==> config.mk <==
export PLATFORM = sky130hd
export DESIGN_NAME = mcc_regbank
export DESIGN_NICKNAME = d
export VERILOG_FILES = /design/src/rtl/mcc_pkg.sv /design/src/rtl/mcc_enable_reg.sv /design/src/rtl/mcc_fault_status.sv /design/src/rtl/mcc_diag_window.sv /design/src/rtl/mcc_regbank.sv
export SDC_FILE = /design/constraint.sdc
export NUM_CORES = 1
export LEC_CHECK = 0
export ABC_AREA = 1
export BUFFER_PORTS_ARGS = -buffer_cell sky130_fd_sc_hd__buf_4
export CORE_MARGIN = 1.5
export CORE_UTILIZATION = 35
export CTS_CLUSTER_DIAMETER = 120
export DETAILED_ROUTE_END_ITERATION = 7
export GPL_TIMING_DRIVEN = 0
export PLACE_DENSITY = 0.57
export SYNTH_ARGS = -nofsm -noshare
export SYNTH_HDL_FRONTEND = slang
export SYNTH_SLANG_ARGS = --single-unit
export TNS_END_PERCENT = 100
==> constraint.sdc <==
create_clock -name clk_i -period 16.3 [get_ports clk_i]
set_input_delay 3.26 -clock clk_i [delete_from_list [all_inputs] [get_ports clk_i]]
set_output_delay 3.26 -clock clk_i [all_outputs]
set_load 0.01 [all_outputs]
==> src/rtl/mcc_pkg.sv <==
package mcc_pkg;
  localparam int unsigned WORD_W = 32;
  localparam int unsigned IDX_W  = 4;

  localparam logic [IDX_W-1:0] IX_ENA = 4'd0;
  localparam logic [IDX_W-1:0] IX_DLY = 4'd1;
  localparam logic [IDX_W-1:0] IX_FST = 4'd2;
  localparam logic [IDX_W-1:0] IX_VID = 4'd3;
  localparam logic [IDX_W-1:0] IX_FAA = 4'd4;
  localparam logic [IDX_W-1:0] IX_FAB = 4'd5;
  localparam logic [IDX_W-1:0] IX_DGR = 4'd6;
  localparam logic [IDX_W-1:0] IX_EVA = 4'd7;
  localparam logic [IDX_W-1:0] IX_EVB = 4'd8;

  localparam logic [WORD_W-1:0] ENA_WMASK_V0  = 32'h0000_0103;
  localparam logic [WORD_W-1:0] ENA_WMASK_V12 = 32'h0000_0BFF;
  localparam logic [WORD_W-1:0] ENA_KEEP_V0   = 32'h0000_0100;
  localparam logic [WORD_W-1:0] ENA_KEEP_V12  = 32'hFF00_0BFC;
  localparam logic [WORD_W-1:0] DLY_WMASK     = 32'h7FFF_FFFF;
  localparam logic [WORD_W-1:0] DLY_RST       = 32'h0000_0020;
  localparam logic [WORD_W-1:0] FAA_RST       = 32'h07C0_0000;
  localparam logic [WORD_W-1:0] FAB_RST       = 32'h0000_0000;

  localparam int unsigned FST_CE  = 0;
  localparam int unsigned FST_UE  = 3;
  localparam int unsigned FST_SYN = 8;
  localparam int unsigned FST_ME  = 16;
  localparam int unsigned ENA_CEI = 1;

  function automatic logic [WORD_W-1:0] variant_code(int unsigned v);
    return WORD_W'(v[3:0]) << 28;
  endfunction

  function automatic logic [WORD_W-1:0] ena_keep(int unsigned v);
    return (v == 0) ? ENA_KEEP_V0 : ENA_KEEP_V12;
  endfunction

  function automatic logic [WORD_W-1:0] ena_wval(int unsigned v, logic [WORD_W-1:0] d);
    return (v == 0) ? (d & ENA_WMASK_V0) : (variant_code(v) | (d & ENA_WMASK_V12));
  endfunction
endpackage

==> src/rtl/mcc_enable_reg.sv <==
module mcc_enable_reg
  import mcc_pkg::*;
#(
  parameter int unsigned VARIANT = 0
) (
  input  logic              clk_i,
  input  logic              por_ni,
  input  logic              rst_ni,
  input  logic              wr_i,
  input  logic [WORD_W-1:0] wdata_i,
  output logic [WORD_W-1:0] en_o
);
  localparam logic [WORD_W-1:0] KEEP = ena_keep(VARIANT);
  localparam logic [WORD_W-1:0] CODE = variant_code(VARIANT);

  logic [WORD_W-1:0] ret_q, vol_q, wval;

  assign wval = ena_wval(VARIANT, wdata_i);

  // retained bits: only power-on reset touches them
  always_ff @(posedge clk_i or negedge por_ni) begin
    if (!por_ni)   ret_q <= CODE & KEEP;
    else if (wr_i) ret_q <= wval & KEEP;
  end

  always_ff @(posedge clk_i or negedge rst_ni) begin
    if (!rst_ni)   vol_q <= CODE & ~KEEP;
    else if (wr_i) vol_q <= wval & ~KEEP;
  end

  assign en_o = (ret_q & KEEP) | (vol_q & ~KEEP);
endmodule

==> src/rtl/mcc_fault_status.sv <==
module mcc_fault_status
  import mcc_pkg::*;
(
  input  logic              clk_i,
  input  logic              rst_ni,
  input  logic              wr_i,
  input  logic [WORD_W-1:0] wdata_i,
  input  logic              cap_i,
  input  logic              cap_unc_i,
  input  logic [7:0]        cap_syn_i,
  input  logic              ce_irq_en_i,
  output logic [WORD_W-1:0] fsr_o,
  output logic              irq_o
);
  logic [WORD_W-1:0] fsr_q;
  logic              irq_q;
  logic              busy;

  assign busy = fsr_q[FST_CE] | fsr_q[FST_UE];

  always_ff @(posedge clk_i or negedge rst_ni) begin
    if (!rst_ni) begin
      fsr_q <= '0;
      irq_q <= 1'b0;
    end else if (wr_i) begin
      fsr_q <= wdata_i;
      irq_q <= 1'b0;
    end else if (cap_i) begin
      fsr_q[FST_SYN +: 8] <= cap_syn_i;
      if (cap_unc_i) fsr_q[FST_UE] <= 1'b1;
      else           fsr_q[FST_CE] <= 1'b1;
      if (busy)      fsr_q[FST_ME] <= 1'b1;
      if (cap_unc_i || ce_irq_en_i) irq_q <= 1'b1;
    end
  end

  assign fsr_o = fsr_q;
  assign irq_o = irq_q;
endmodule

==> src/rtl/mcc_diag_window.sv <==
module mcc_diag_window #(
  parameter int unsigned AW    = 4,
  parameter int unsigned BYTES = 4
) (
  input  logic          clk_i,
  input  logic          rst_ni,
  input  logic          sel_i,
  input  logic          we_i,
  input  logic [AW-1:0] addr_i,
  input  logic [7:0]    wdata_i,
  output logic [7:0]    rdata_o
);
  localparam int unsigned BW = $clog2(BYTES);

  logic [7:0]    mem_q [BYTES];
  logic [7:0]    rd_q;
  logic [BW-1:0] ix;
  logic          unused_hi;

  assign ix        = addr_i[BW-1:0];
  assign unused_hi = ^addr_i;

  always_ff @(posedge clk_i or negedge rst_ni) begin
    if (!rst_ni) begin
      for (int i = 0; i < BYTES; i++) mem_q[i] <= '0;
      rd_q <= '0;
    end else if (sel_i) begin
      if (we_i) mem_q[ix] <= wdata_i;
      else      rd_q      <= mem_q[ix];
    end
  end

  assign rdata_o = rd_q;
endmodule

==> src/rtl/mcc_regbank.sv <==
module mcc_regbank
  import mcc_pkg::*;
#(
  parameter int unsigned VARIANT = 0,
  parameter int unsigned ADDR_W  = 6,
  parameter int unsigned DAW     = 4
) (
  input  logic              clk_i,
  input  logic              por_ni,
  input  logic              rst_ni,
  input  logic              sel_i,
  input  logic              we_i,
  input  logic [ADDR_W-1:0] addr_i,
  input  logic [31:0]       wdata_i,
  output logic [31:0]       rdata_o,
  input  logic              dsel_i,
  input  logic              dwe_i,
  input  logic [DAW-1:0]    daddr_i,
  input  logic [7:0]        dwdata_i,
  output logic [7:0]        drdata_o,
  input  logic              cap_i,
  input  logic              cap_unc_i,
  input  logic [7:0]        cap_syn_i,
  output logic              irq_o
);
  logic              rst_all_n;
  logic [IDX_W-1:0]  idx;
  logic              wr, rd;
  logic [WORD_W-1:0] en_q, fsr_q, dly_q, vid_q, dgr_q, eva_q, evb_q;
  logic [WORD_W-1:0] rmux, rdata_q;
  logic              unused_addr;

  assign rst_all_n   = por_ni & rst_ni;
  assign idx         = addr_i[ADDR_W-1:2];
  assign unused_addr = ^addr_i[1:0];
  assign wr          = sel_i & we_i;
  assign rd          = sel_i & ~we_i;

  mcc_enable_reg #(.VARIANT(VARIANT)) u_ena (
    .clk_i   (clk_i),
    .por_ni  (por_ni),
    .rst_ni  (rst_all_n),
    .wr_i    (wr && idx == IX_ENA),
    .wdata_i (wdata_i),
    .en_o    (en_q)
  );

  mcc_fault_status u_fst (
    .clk_i       (clk_i),
    .rst_ni      (rst_all_n),
    .wr_i        (wr && idx == IX_FST),
    .wdata_i     (wdata_i),
    .cap_i       (cap_i),
    .cap_unc_i   (cap_unc_i),
    .cap_syn_i   (cap_syn_i),
    .ce_irq_en_i (en_q[ENA_CEI]),
    .fsr_o       (fsr_q),
    .irq_o       (irq_o)
  );

  always_ff @(posedge clk_i or negedge rst_all_n) begin
    if (!rst_all_n) begin
      dly_q <= DLY_RST;
      vid_q <= '0;
      dgr_q <= '0;
      eva_q <= '0;
      evb_q <= '0;
    end else if (wr) begin
      unique case (idx)
        IX_DLY:  dly_q <= wdata_i & DLY_WMASK;
        IX_VID:  vid_q <= wdata_i;
        IX_DGR:  dgr_q <= wdata_i;
        IX_EVA:  eva_q <= wdata_i;
        IX_EVB:  evb_q <= wdata_i;
        default: ;
      endcase
    end
  end

  always_comb begin
    unique case (idx)
      IX_ENA:  rmux = en_q;
      IX_DLY:  rmux = dly_q;
      IX_FST:  rmux = fsr_q;
      IX_VID:  rmux = vid_q;
      IX_FAA:  rmux = FAA_RST;
      IX_FAB:  rmux = FAB_RST;
      IX_DGR:  rmux = dgr_q;
      IX_EVA:  rmux = eva_q;
      IX_EVB:  rmux = evb_q;
      default: rmux = '0;
    endcase
  end

  always_ff @(posedge clk_i or negedge rst_all_n) begin
    if (!rst_all_n) rdata_q <= '0;
    else if (rd)    rdata_q <= rmux;
  end

  assign rdata_o = rdata_q;

  generate
    if (VARIANT == 0) begin : g_diag
      mcc_diag_window #(.AW(DAW), .BYTES(4)) u_diag (
        .clk_i   (clk_i),
        .rst_ni  (rst_all_n),
        .sel_i   (dsel_i),
        .we_i    (dwe_i),
        .addr_i  (daddr_i),
        .wdata_i (dwdata_i),
        .rdata_o (drdata_o)
      );
    end else begin : g_nodiag
      logic unused_diag;
      assign unused_diag = ^{dsel_i, dwe_i, daddr_i, dwdata_i};
      assign drdata_o    = '0;
    end
  endgenerate
endmodule

Yosys cells after proc, flatten, opt, wreduce, memory -nomap -nowiden

Cells that the tools add are included.
W data, S select, Z words.

Bits in registers: 267
Input bits: 67
Output and inout port bits: 41
Word-level logic and storage cells: 76

Order comparisons: 2
Equality and inequality tests: 8
Multiplexer cells: 19
Bitwise gates (word level): 8
Reductions and logical operators: 20

Operators with widths:

| cell                 | number |
|---|---|
| $pmux W32 S8         | 1 |
| $bwmux W32           | 1 |
| $mux W8              | 3 |
| $reduce_and A2 Y1    | 11 |
| $mux W9              | 2 |
| $bmux W8 S2          | 1 |
| $demux W8 S2         | 1 |
| $eq A4 B3 Y1 const B | 3 |
| $mux W1              | 10 |
| $or A9 B2 Y9         | 1 |
| $eq A4 B2 Y1 const B | 2 |
| $reduce_bool A2 Y1   | 4 |
| $eq A4 B1 Y1 const B | 1 |
| $eq A4 B4 Y1 const B | 1 |
| $logic_not A4 Y1     | 1 |
| $and A1 B1 Y1        | 3 |
| $ge A3 B3 Y1 const B | 1 |
| $logic_and A1 B1 Y1  | 3 |
| $lt A3 B1 Y1 const B | 1 |
| $not A2 Y3           | 1 |
| $ne A2 B1 Y1 const B | 1 |
| $not A1 Y1           | 2 |
| $logic_or A1 B1 Y1   | 1 |
| $or A1 B1 Y1         | 1 |

Logic depth before layout (Yosys ltp)

Gate-level depths: netlist (run 1).

Depth in word-level cells: 6
Depth in mapped cells: 10
Gate-level depth less buffers: 8

Modules after synthesis

Synthesis (run 1) repeated with hierarchy kept, for this count alone.

Cells, all modules: 1,628
Area, all modules: 12,705.9 um2

By module, submodules not included:

| module           | times used | cells each | area each (um2) | seq. area each (um2) |
|---|---|---|---|---|
| mcc_regbank      | 1          | 1,195      | 9,182.6         | 4,780.8 |
| mcc_diag_window  | 1          | 233        | 1,821.7         | 1,001.0 |
| mcc_fault_status | 1          | 157        | 1,367.6         | 825.8 |
| mcc_enable_reg   | 1          | 43         | 334.1           | 75.1 |

Worst setup path before layout (run 1)

No wires, ideal clock.

Kind: input -> register
Start point: input addr_i[2]
End point: register evb_q[24]
Library setup time: 0.119 ns
Data arrival time: 4.150 ns
Required time: 16.181 ns
Slack: 12.031 ns
Stages: 6
Buffers on the path: 1
Path through: nor2_2 nand2_1 nor2_4 buf_2 nand2_1 o21a_1

Longest elaborated chain between the ends: 2

RTL lines:

| element                            | line              | text |
|---|---|---|
| from (decl)                        | mcc_regbank.sv:13 | `input logic [ADDR_W-1:0] addr_i,` |
| $eq A4 B4 Y1                       | mcc_regbank.sv:69 | `unique case (idx)` |
| $reduce_and A2 Y1 (no source line) | -                 |  |
| to (signal assigned)               | mcc_regbank.sv:74 | `IX_EVB: evb_q <= wdata_i;` |
| to (decl)                          | mcc_regbank.sv:29 | `logic [WORD_W-1:0] en_q, fsr_q, dly_q, vid_q, dgr_q, eva_q, evb_q;` |

Every way passes these cells.
A chain may end at the register's enable or synchronous reset.

Worst setup path after layout (run 1)

Start point: input addr_i[5]
End point: register dgr_q[29]

Longest elaborated chain between the ends: 2

RTL lines:

| element                            | line              | text |
|---|---|---|
| $eq A4 B3 Y1                       | mcc_regbank.sv:69 |  |
| $reduce_and A2 Y1 (no source line) | -                 |  |
| to (signal assigned)               | mcc_regbank.sv:72 | `IX_DGR: dgr_q <= wdata_i;` |
| to (decl)                          | mcc_regbank.sv:29 |  |

Every way passes these cells.

==> results of run 1 <==
==> routing by layer <==
metal  vias up  share of wire  wire, um
met5         -              0         0
li1       5002              -         -
met2       330           0.46     16800
met1      5007           0.45     16600
met4         0          0.023       843
met3        53          0.065      2390
==> registers in the layout, indices dropped and copies added (netlist names) <==
signal	cells
u_ena.vol_q	2
u_fst.irq_o	1
g_diag.u_diag.mem_q	32
evb_q	32
u_fst.fsr_o	32
dly_q	31
vid_q	32
dgr_q	32
g_diag.u_diag.rdata_o	8
eva_q	32
rdata_o	32
u_ena.ret_q	1
==> metrics by stage <==
| step | total power, mW | setup slack (ns) |
|---|---|---|
| 3_3_place_gp | 1.09 | 2.25 |
| 2_1_floorplan | 1.00 | 5.70 |
| 4_1_cts | 1.80 | 11.89 |
| 3_5_place_dp | 1.10 | 11.33 |
| 5_1_grt | 1.87 | 11.72 |
| 6_report | 1.78 | 11.89 |
==> cells by family (layout without fill, tap and decap cells) <==
kind of cell / count (synthesis) / count (layout)
buffers and inverters: 197 / 359
flip-flops: 267 / 267
AO/OA/AOI/OAI: 235 / 235
AND/OR/NAND/NOR: 781 / 781
==> worst max-delay path, delay by kind of cell <==
kind | cells | cell delay, ns
buffers and inverters | 3 | 0.85
AOI/OAI and AO/OA | 1 | 0.09
and+or+nand+nor | 3 | 0.62
==> Yosys cell counts (all sizes together), types with 6 or more instances <==
master    n
buf      37
o21a     31
inv     115
a21oi    11
nand2   472
nor2    143
o211ai    8
dfrtp   266
nand3   160
o21ai   181
nand4     6
clkbuf   44
==> layout make-up <==
| type | count | area (um^2) | share of cell area |
|---|---|---|---|
| flip-flops and latches | 267 | 6680 | 0.464 |
| multi-input cells | 1016 | 4500 | 0.312 |
| clock buffers | 49 | 963 | 0.0668 |
| repair buffers | 105 | 828 | 0.0575 |
| well taps | 448 | 561 | 0.0389 |
| inverters | 116 | 443 | 0.0307 |
| plain buffers | 81 | 377 | 0.0261 |
| clock inverters | 8 | 65.1 | 0.00451 |
==> layout by cell type, fill, tap and decap left out, types with 2 or more instances in the layout <==
master     netlist  layout
inv_2            5       5
inv_1          110     109
clkbuf_1        44      50
nand2_1        471     471
buf_4           11     114
nand3_2          5       5
o21ai_0         85      85
a22oi_1          4       4
nor2_4           4       4
buf_2           25      25
buf_16           0       2
a21oi_1         11      11
o21a_1          31      31
dfrtp_1        266     266
nand4_1          6       6
clkinv_2         0       7
nor2_1         135     135
nor2_2           4       4
clkbuf_8         0      12
clkbuf_16        0      31
o211ai_1         8       8
nand3_1        155     155
o21ai_1         96      96
==> where the power goes <==
part	leakage, nW	switching, mW	internal, mW	total, mW
Sequential	3.47	0.0644	0.783	0.848
Clock	0.517	0.276	0.417	0.693
Combinational	3.40	0.137	0.103	0.241
Total	7.38	0.478	1.30	1.78
==> worst max path at each step <==
stage,startpoint,slack (ns),cells after the start,end
3_5_place_dp,addr_i[5],11.33,7,dgr_q[29]
2_1_floorplan,por_ni,5.70,2,dgr_q[0]
5_1_grt,addr_i[2],11.72,9,rdata_o[24]
3_3_place_gp,por_ni,2.25,3,rdata_o[30]
4_1_cts,g_diag.u_diag.rdata_o[5],11.89,1,drdata_o[5]
6_report,addr_i[5],11.89,7,dgr_q[29]
==> results.yml, run 1 <==
status:
  status: "finished, final reports clean"
worst_setup_path:
  crit_fanout: 10
  r2r_start: "vid_q[30]"
  rrSetupSlack_ns: 15.22
  timing.rr.end: "rdata_o[30]"
  cp_data_arrival_time_ns: 4.82
  critPathLaunchType: "primary input"
  crit_path_frequent_cell: "buf_4"
  r2r.worst_path.cells: 6
  critical_path.cell_chain: "buf_4 -> nor2_1 -> buf_4 -> nand3_2 -> clkbuf_1 -> nand2_1 -> o21ai_0"
  crit_type: "in -> reg"
  endpoint_kind: "flip-flop"
  cp.required_ns: 16.70
  cpMaxStageDelayCell: "clkbuf_1"
  slowest_delay_ns: 0.48
layout:
  nets: 1685
  n_fill_cell: 3399
  utilization: 0.429
  layout.cells.non_filler: 2090
  area_delta_synth_final_pct: 20.2
  diodes: 0
  drive_gt1_frac: 0.130
  final_cell_area_um2: 14400
clocking:
  clk_latency_ns: 0.55
  cts_tree: "yes"
  cts_root_buffer: "clkbuf_16"
  cts_hold_buf: 0
  clkTransAtPathRegs_ns: 0.06
  post_cts_buffers: 0
  cts_buffers: 31
  clockBufferDepth: 3
  cts_resized: 0
  cts.sinks: 267
  htreeDepth: 1
detailed_routing:
  post_drt_wl_per_cell_um: 17.5
  vias_per_cell: 4.97
  drt_wl_total_mm: 36.7
  drc: 0
  vias: 10400
  first_pass_iters: 5
  final_antenna_net_count: 0
  drt_iter0_markers: 873
logic_synthesis:
  ys.flop_type: "dfrtp_1"
  synthSimpleGateAreaFrac: 0.268
  yosys.area_share.adder: 0
  synth_edf_count: 0
  synth_cells: 1480
  synth-xor-area-share: 0
  synth_top_family_by_area: "simple AND/OR/NAND/NOR gates"
  synth_fp_nets: 1547
  synth_top_area_share: 0.555
  synthMuxAreaShare: 0
  synth.avg_cell_area_um2: 8.10
  yosysTopAreaCell: "dfrtp_1"
  ys_ff_latch: 267
  synth_cell_type_count: 23
  synth.area.top_cells: "dfrtp_1, nand2_1, nand3_1"
  yosys_warnings: 0
  synth-compound-area-share: 0.107
  async_reset_ff_frac: 1.00
  synth-seq-area-share: 0.557
  synthesis.area_um2: 12000
global_route:
  grt_busiest_layer: "met2"
  antenna_found_initial: 0
  grt_overflow: 0
  track_usage: 0.210
  grt_pass1_vias: 10100
  met2_usage: 0.336
  grt_pass1_wl_mm: 58.0
  grt_max_degree: 128
  grt.met3_usage: 0.0326
  grt_util_met1: 0.296
timing:
  worst_pin_slew_ns: 0.810
  finalSetupViolations: 0
  max-slew-margin-rel: 0.460
  finalClockSkew_ns: 0.00515
  finalHoldViolCount: 0
  finalCritPeriodShare: 0.271
  holdWs_ns: 0.478
  rsz0062_at_grt: "no"
  post-route-min-period_ns: 4.41
  fin_setup_tns_ns: 0
  slew_viol_final: 0
  fmax_mhz: 227
placed_design:
  place.gp.congestion: 0.814
  dp_hpwl_mm: 24.3
  place_inst: 2033
  dpl_cell_area_um2: 13400
  port_buffers: 103
min_path:
  whs_path_depth: 2
  hold_path.startpoint: "rdata_o[14]"
  worstHoldPathType: "reg -> reg"
  min_to: "rdata_o[14]"
floorplan:
  die_w_um: 188
  coreArea_um2: 33600
  num_rows: 67
  initial_utilization: 0.357
  fp.dieArea_um2: 35400
  io_pins: 108
  die_y_um: 188
run:
  maxCapViolCount: 0
power:
  p_leak_nw: 7.38
  irDropWorstVdd_v: 0.0000966
  p_per_area_nw_per_um2: 124
Note: power is estimated with default switching activity, not from simulation.
==> run 2: changes to the inputs <==
clock period = 4.3 ns   (was 16.3 ns; I/O delays follow)
==> run 2 against run 1 <==
- clock power rose to 3.9 times the previous value
- count of clock-buffer cells in the layout fell by 6
- worst hold slack got worse by 0.37 ns
- worst setup slack got worse by 9.6 ns
- design area rose by 0.87%
- sequential share of layout area fell by 0.40 points
- total power rose to 3.8 times the previous value
- sequential power rose to 3.8 times the previous value
- routed wire length rose by 2.0%
- clock skew rose by 0.0014 ns
==> results.yml, run 2 (same netlist as run 1, synthesis figures left out) <==
status:
  status: "finished, final reports clean"
clocking:
  cts_buffers: 31
  clk_latency_ns: 0.55
  cts_root_buffer: "clkbuf_16"
  cts.sinks: 267
  clockBufferDepth: 3
  clkTransAtPathRegs_ns: 0.06
  post_cts_buffers: 0
  cts_tree: "yes"
  cts_hold_buf: 0
  cts_resized: 0
  htreeDepth: 1
floorplan:
  coreArea_um2: 33600
  io_pins: 108
  initial_utilization: 0.357
  fp.dieArea_um2: 35400
  die_y_um: 188
  num_rows: 67
  die_w_um: 188
layout:
  utilization: 0.433
  layout_common_cells: "nand2_1, dfrtp_1, nand3_1"
  diodes: 0
  seq_area_um2: 6680
  layout.cells.non_filler: 2096
  n_fill_cell: 3447
  nets: 1690
  mostFrequentLayoutCell: "nand2_1"
  drive_gt1_frac: 0.133
  area_delta_synth_final_pct: 21.3
  multi_input_area_um2: 4510
timing:
  rsz0062_at_grt: "no"
  max-slew-margin-rel: 0.420
  finalHoldViolCount: 0
  finalCritPeriodShare: 0.480
  fmax_mhz: 484
  fin_ws_ns: 2.24
  finalSetupViolations: 0
  holdWs_ns: 0.106
  slew_viol_final: 0
  post-route-min-period_ns: 2.06
  finalClockSkew_ns: 0.00655
  worst_pin_slew_ns: 0.870
detailed_routing:
  vias: 10400
  post_drt_wl_per_cell_um: 17.8
  drc: 0
  drt_wl_total_mm: 37.4
  drt_iter0_markers: 760
  vias_per_cell: 4.97
  first_pass_iters: 5
  final_antenna_net_count: 0
worst_setup_path:
  critPathLaunchType: "primary input"
  slowest_delay_ns: 0.49
  cpMaxStageDelayCell: "clkbuf_1"
  cp_data_arrival_time_ns: 2.47
  crit_fanout: 10
  cp.required_ns: 4.70
  endpoint_kind: "flip-flop"
  crit_type: "in -> reg"
  critical_path.cell_chain: "buf_4 -> inv_2 -> nor2_4 -> nand3_2 -> clkbuf_1 -> nand2_1 -> o21ai_0"
global_route:
  grt_pass1_wl_mm: 59.3
  antenna_found_initial: 0
  grt_overflow: 0
  grt_max_degree: 43
  grt_pass1_vias: 10200
  track_usage: 0.215
power:
  irDropWorstVdd_v: 0.000299
  p_per_area_nw_per_um2: 471
  p_leak_nw: 7.42
placed_design:
  port_buffers: 103
  place_inst: 2038
  post-place-ws_ns: 1.67
  place.gp.congestion: 0.821
  dp_hpwl_mm: 25.0
min_path:
  worstHoldPathType: "in -> async"
run:
  maxCapViolCount: 0
run 2: worst max-delay path, delay by kind of cell:
| family | cells | cell delay, ns |
|---|---|---|
| buffers and inverters | 3 | 0.66 |
| AOI/OAI and AO/OA | 1 | 0.10 |
| and+or+nand+nor | 3 | 0.83 |
run 2: power by group:
group	switching [mW]	internal (mW)
clock	1.06	1.65
sequential	0.246	2.97
combinational	0.527	0.400
total	1.83	5.02
run 2: path summary, 6_finish.rpt:
kind	startpoint	endpoint	slack [ns]	cells past startpoint
worst min-delay path	por_ni	u_ena.ret_q[8]	0.11	1
worst min register to register	g_diag.u_diag.rdata_o[1]	g_diag.u_diag.rdata_o[1]	0.48	2
worst max-delay path	addr_i[3]	dgr_q[3]	2.24	7
worst max register to register	vid_q[30]	rdata_o[30]	3.23	6
max in group asynchronous	por_ni	dgr_q[20]	2.89	6
min in group clk_i	g_diag.u_diag.rdata_o[1]	g_diag.u_diag.rdata_o[1]	0.48	2
run 2: layout make-up:
class,count,area share
Inverter,116,0.0302
Timing Repair Buffer,110,0.0628
Clock inverter,15,0.0127
Clock buffer,43,0.0599
Sequential cell,267,0.460
Multi-Input combinational cell,1016,0.310
Buffer,81,0.0259
Tap cell,448,0.0385
run 2: metal layers:
metal	GRT usage	vias to the layer above	part of all wire
li1	-	5030	-
met1	0.303	5055	0.46
met2	0.347	275	0.47
met3	0.0271	50	0.052
met4	0.0612	0	0.024
met5	0	-	0
run 2: stage by stage:
step | TNS, ns | power (mW) | area, um^2
finish | 0 | 6.85 | 14500
global route | 0 | 7.19 | 14500
CTS | 0 | 6.92 | 14500
detailed placement | 0 | 4.19 | 13500
global placement | -508.16 | 4.14 | 13300
floorplan | -29.05 | 3.81 | 12000
==> run 3: changes to the inputs <==
ABC_AREA = 0   (was 1)
clock period = 1.94 ns   (was 4.3 ns; I/O delays follow)
==> run 3 against run 2 <==
- clock power is 110% higher
- flip-flop and latch count stayed put
- die area is 1.9% higher
- synthesized cell count is 42% lower
- worst setup slack worse by 2.1 ns
- final cell count is 30% lower
- sequential power is 120% higher
- combinational power grew to 2.6 times the previous value
- via count is 25% lower
- utilization is 0.48 points lower
- count of clock-buffer cells in the layout stayed put
- non-clock buffer count is 23 lower
- highest routed layer unchanged
==> results.yml, run 3 <==
logic_synthesis:
  synth.area.top_cells: "dfrtp_1, mux2_2, mux2_4"
  async_reset_ff_frac: 1.00
  synthesis.area_um2: 12200
  synth_fp_nets: 922
  ys.flop_type: "dfrtp_1"
  synth_edf_count: 0
  synth_most_common_cell: "dfrtp_1"
  synth.avg_cell_area_um2: 14.3
  synth_cells: 855
  ys_ff_latch: 267
  synth_top_area_share: 0.544
  yosysTopAreaCell: "dfrtp_1"
  yosys_warnings: 0
  synthTopCellsByCount: "dfrtp_1, mux2_2, mux2_4"
  synth_cell_type_count: 57
  synth-seq-area-share: 0.547
clocking:
  clkTransAtPathRegs_ns: 0.06
  cts_tree: "yes"
  clockBufferDepth: 3
  clk_latency_ns: 0.56
  cts_hold_buf: 3
  cts_resized: 0
  cts_buffers: 30
  post_cts_buffers: 0
  cts.sinks: 267
  cts_root_buffer: "clkbuf_16"
  htreeDepth: 1
floorplan:
  coreArea_um2: 34500
  io_pins: 108
  die_w_um: 190
  num_rows: 68
  initial_utilization: 0.355
  fp.dieArea_um2: 36100
  die_y_um: 190
layout:
  layout_common_cells: "dfrtp_1, mux2_2, buf_4"
  multi_input_area_um2: 5100
  diodes: 0
  drive_gt1_frac: 0.420
  utilization: 0.428
  seq_area_um2: 6680
  mostFrequentLayoutCell: "dfrtp_1"
  area_delta_synth_final_pct: 20.5
  nets: 1063
  n_fill_cell: 3198
min_path:
  worstHoldPathType: "in -> reg"
worst_setup_path:
  crit_buf_inv: 6
  critPathLaunchType: "primary input"
  crit_family: "buffers and inverters"
  crit_type: "in -> async"
  cp_data_arrival_time_ns: 2.42
  crit_path_frequent_cell: "buf_16"
  slowest_delay_ns: 0.53
  crit_fanout: 61
  critical_path.cell_chain: "dlygate4sd3_1 -> buf_4 -> and2_4 -> buf_16 -> buf_16 -> buf_16 -> buf_16"
  endpoint_kind: "async pin"
  cpMaxStageDelayCell: "dlygate4sd3_1"
  cp.required_ns: 2.61
global_route:
  antenna_found_initial: 0
  grt_pass1_wl_mm: 52.3
  track_usage: 0.194
  grt_pass1_vias: 8174
  grt_overflow: 0
  grt_max_degree: 62
power:
  irDropWorstVdd_v: 0.000713
  p_leak_nw: 6.88
  swShare: 0.250
  p_per_area_nw_per_um2: 1040
  comb_power_share: 0.157
  p_int_mw: 11.5
  power_frac_seq: 0.464
  switching_power_mw: 3.84
  clkPwrFrac: 0.378
placed_design:
  port_buffers: 101
  dp_hpwl_mm: 22.9
  place.gp.congestion: 0.799
  post-place-ws_ns: -0.359
timing:
  finalHoldViolCount: 0
  finalClockSkew_ns: 0.0117
  post-route-min-period_ns: 1.76
  slew_viol_final: 0
  fmax_mhz: 568
  finalCritPeriodShare: 0.907
  rsz0062_at_grt: "no"
  worst_pin_slew_ns: 0.890
  finalSetupViolations: 0
  fin_ws_ns: 0.180
  max-slew-margin-rel: 0.404
detailed_routing:
  first_pass_iters: 7
  drt_wl_total_mm: 34.6
  drt_iter0_markers: 578
  post_drt_wl_per_cell_um: 23.5
  vias: 7858
  final_antenna_net_count: 0
  vias_per_cell: 5.33
  drc: 0
status:
  status: "finished, final reports clean"
run:
  maxCapViolCount: 0
==> run 3: cell types whose count changed in the layout (fill, tap and decap cells not counted), moves of 34 or more <==
cell | before | now
clkbuf_1 | 51 | 17
nor2_1 | 135 | 18
mux2i_1 | 0 | 41
mux2_1 | 0 | 36
mux2_4 | 0 | 51
nand2_1 | 470 | 26
mux2_2 | 0 | 152
nand3_1 | 155 | 4
o21ai_1 | 96 | 7
o21ai_0 | 85 | 15
inv_1 | 109 | 3
==> run 3: path summary, 6_finish.rpt <==
check | end | slack [ns] | cells past startpoint | startpoint
max in group clk_i | rdata_o[12] | 0.18 | 6 | addr_i[2]
min reg2reg | rdata_o[19] | 0.48 | 2 | rdata_o[19]
min in group asynchronous | u_ena.ret_q[8] | 0.15 | 2 | por_ni
max reg2reg | rdata_o[29] | 0.57 | 4 | vid_q[29]
min | g_diag.u_diag.mem_q[1] | 0.08 | 2 | dwdata_i[1]
max | dly_q[5] | 0.18 | 7 | por_ni
==> run 3: power by group through the flow <==
| stage | Combinational [mW] | Sequential (mW) | Clock (mW) |
|---|---|---|---|
| 2_1_floorplan | 1.64 | 7.12 | 0 |
| 3_3_place_gp | 2.36 | 7.21 | 0 |
| 3_5_place_dp | 2.45 | 7.23 | 0 |
| 4_1_cts | 2.45 | 7.14 | 5.93 |
| 5_1_grt | 2.63 | 7.28 | 6.14 |
| 6_report | 2.42 | 7.15 | 5.82 |
==> run 3: cells by family after synthesis <==
group | count (synthesis) | synth area share
flops | 267 | 0.547
mux | 289 | 0.286
compound gates | 142 | 0.0838
simple gates | 95 | 0.0471
buf+inv | 62 | 0.0367
==> run 3: layout make-up <==
class | count | share of cell area
clock inverter | 11 | 0.00985
tap | 455 | 0.0386
clock buffer | 43 | 0.0590
multi-input combinational | 526 | 0.346
inverter | 3 | 0.000764
timing repair buffer | 109 | 0.0628
sequential | 267 | 0.453
buffer | 59 | 0.0297
==> run 3: routing by layer <==
layer | part of all wire | GRT usage
met5 | 0 | 0
met4 | 0.026 | 0.0553
met3 | 0.058 | 0.0345
met2 | 0.47 | 0.310
met1 | 0.45 | 0.271
==> run 3: through the flow <==
step                      hold WS, ns  power [mW]  setup TNS, ns  instance area (um^2)  instances
final                          0.0839        15.4              0                 14700       1473
after floorplan                0.0924        8.77        -242.74                 12200        855
after CTS                      0.0664        15.5              0                 14700       1473
after global placement          0.176        9.56        -591.44                 13600       1411
after global routing           0.0744        16.0              0                 14700       1473
after detailed placement        0.178        9.67         -22.81                 13700       1416
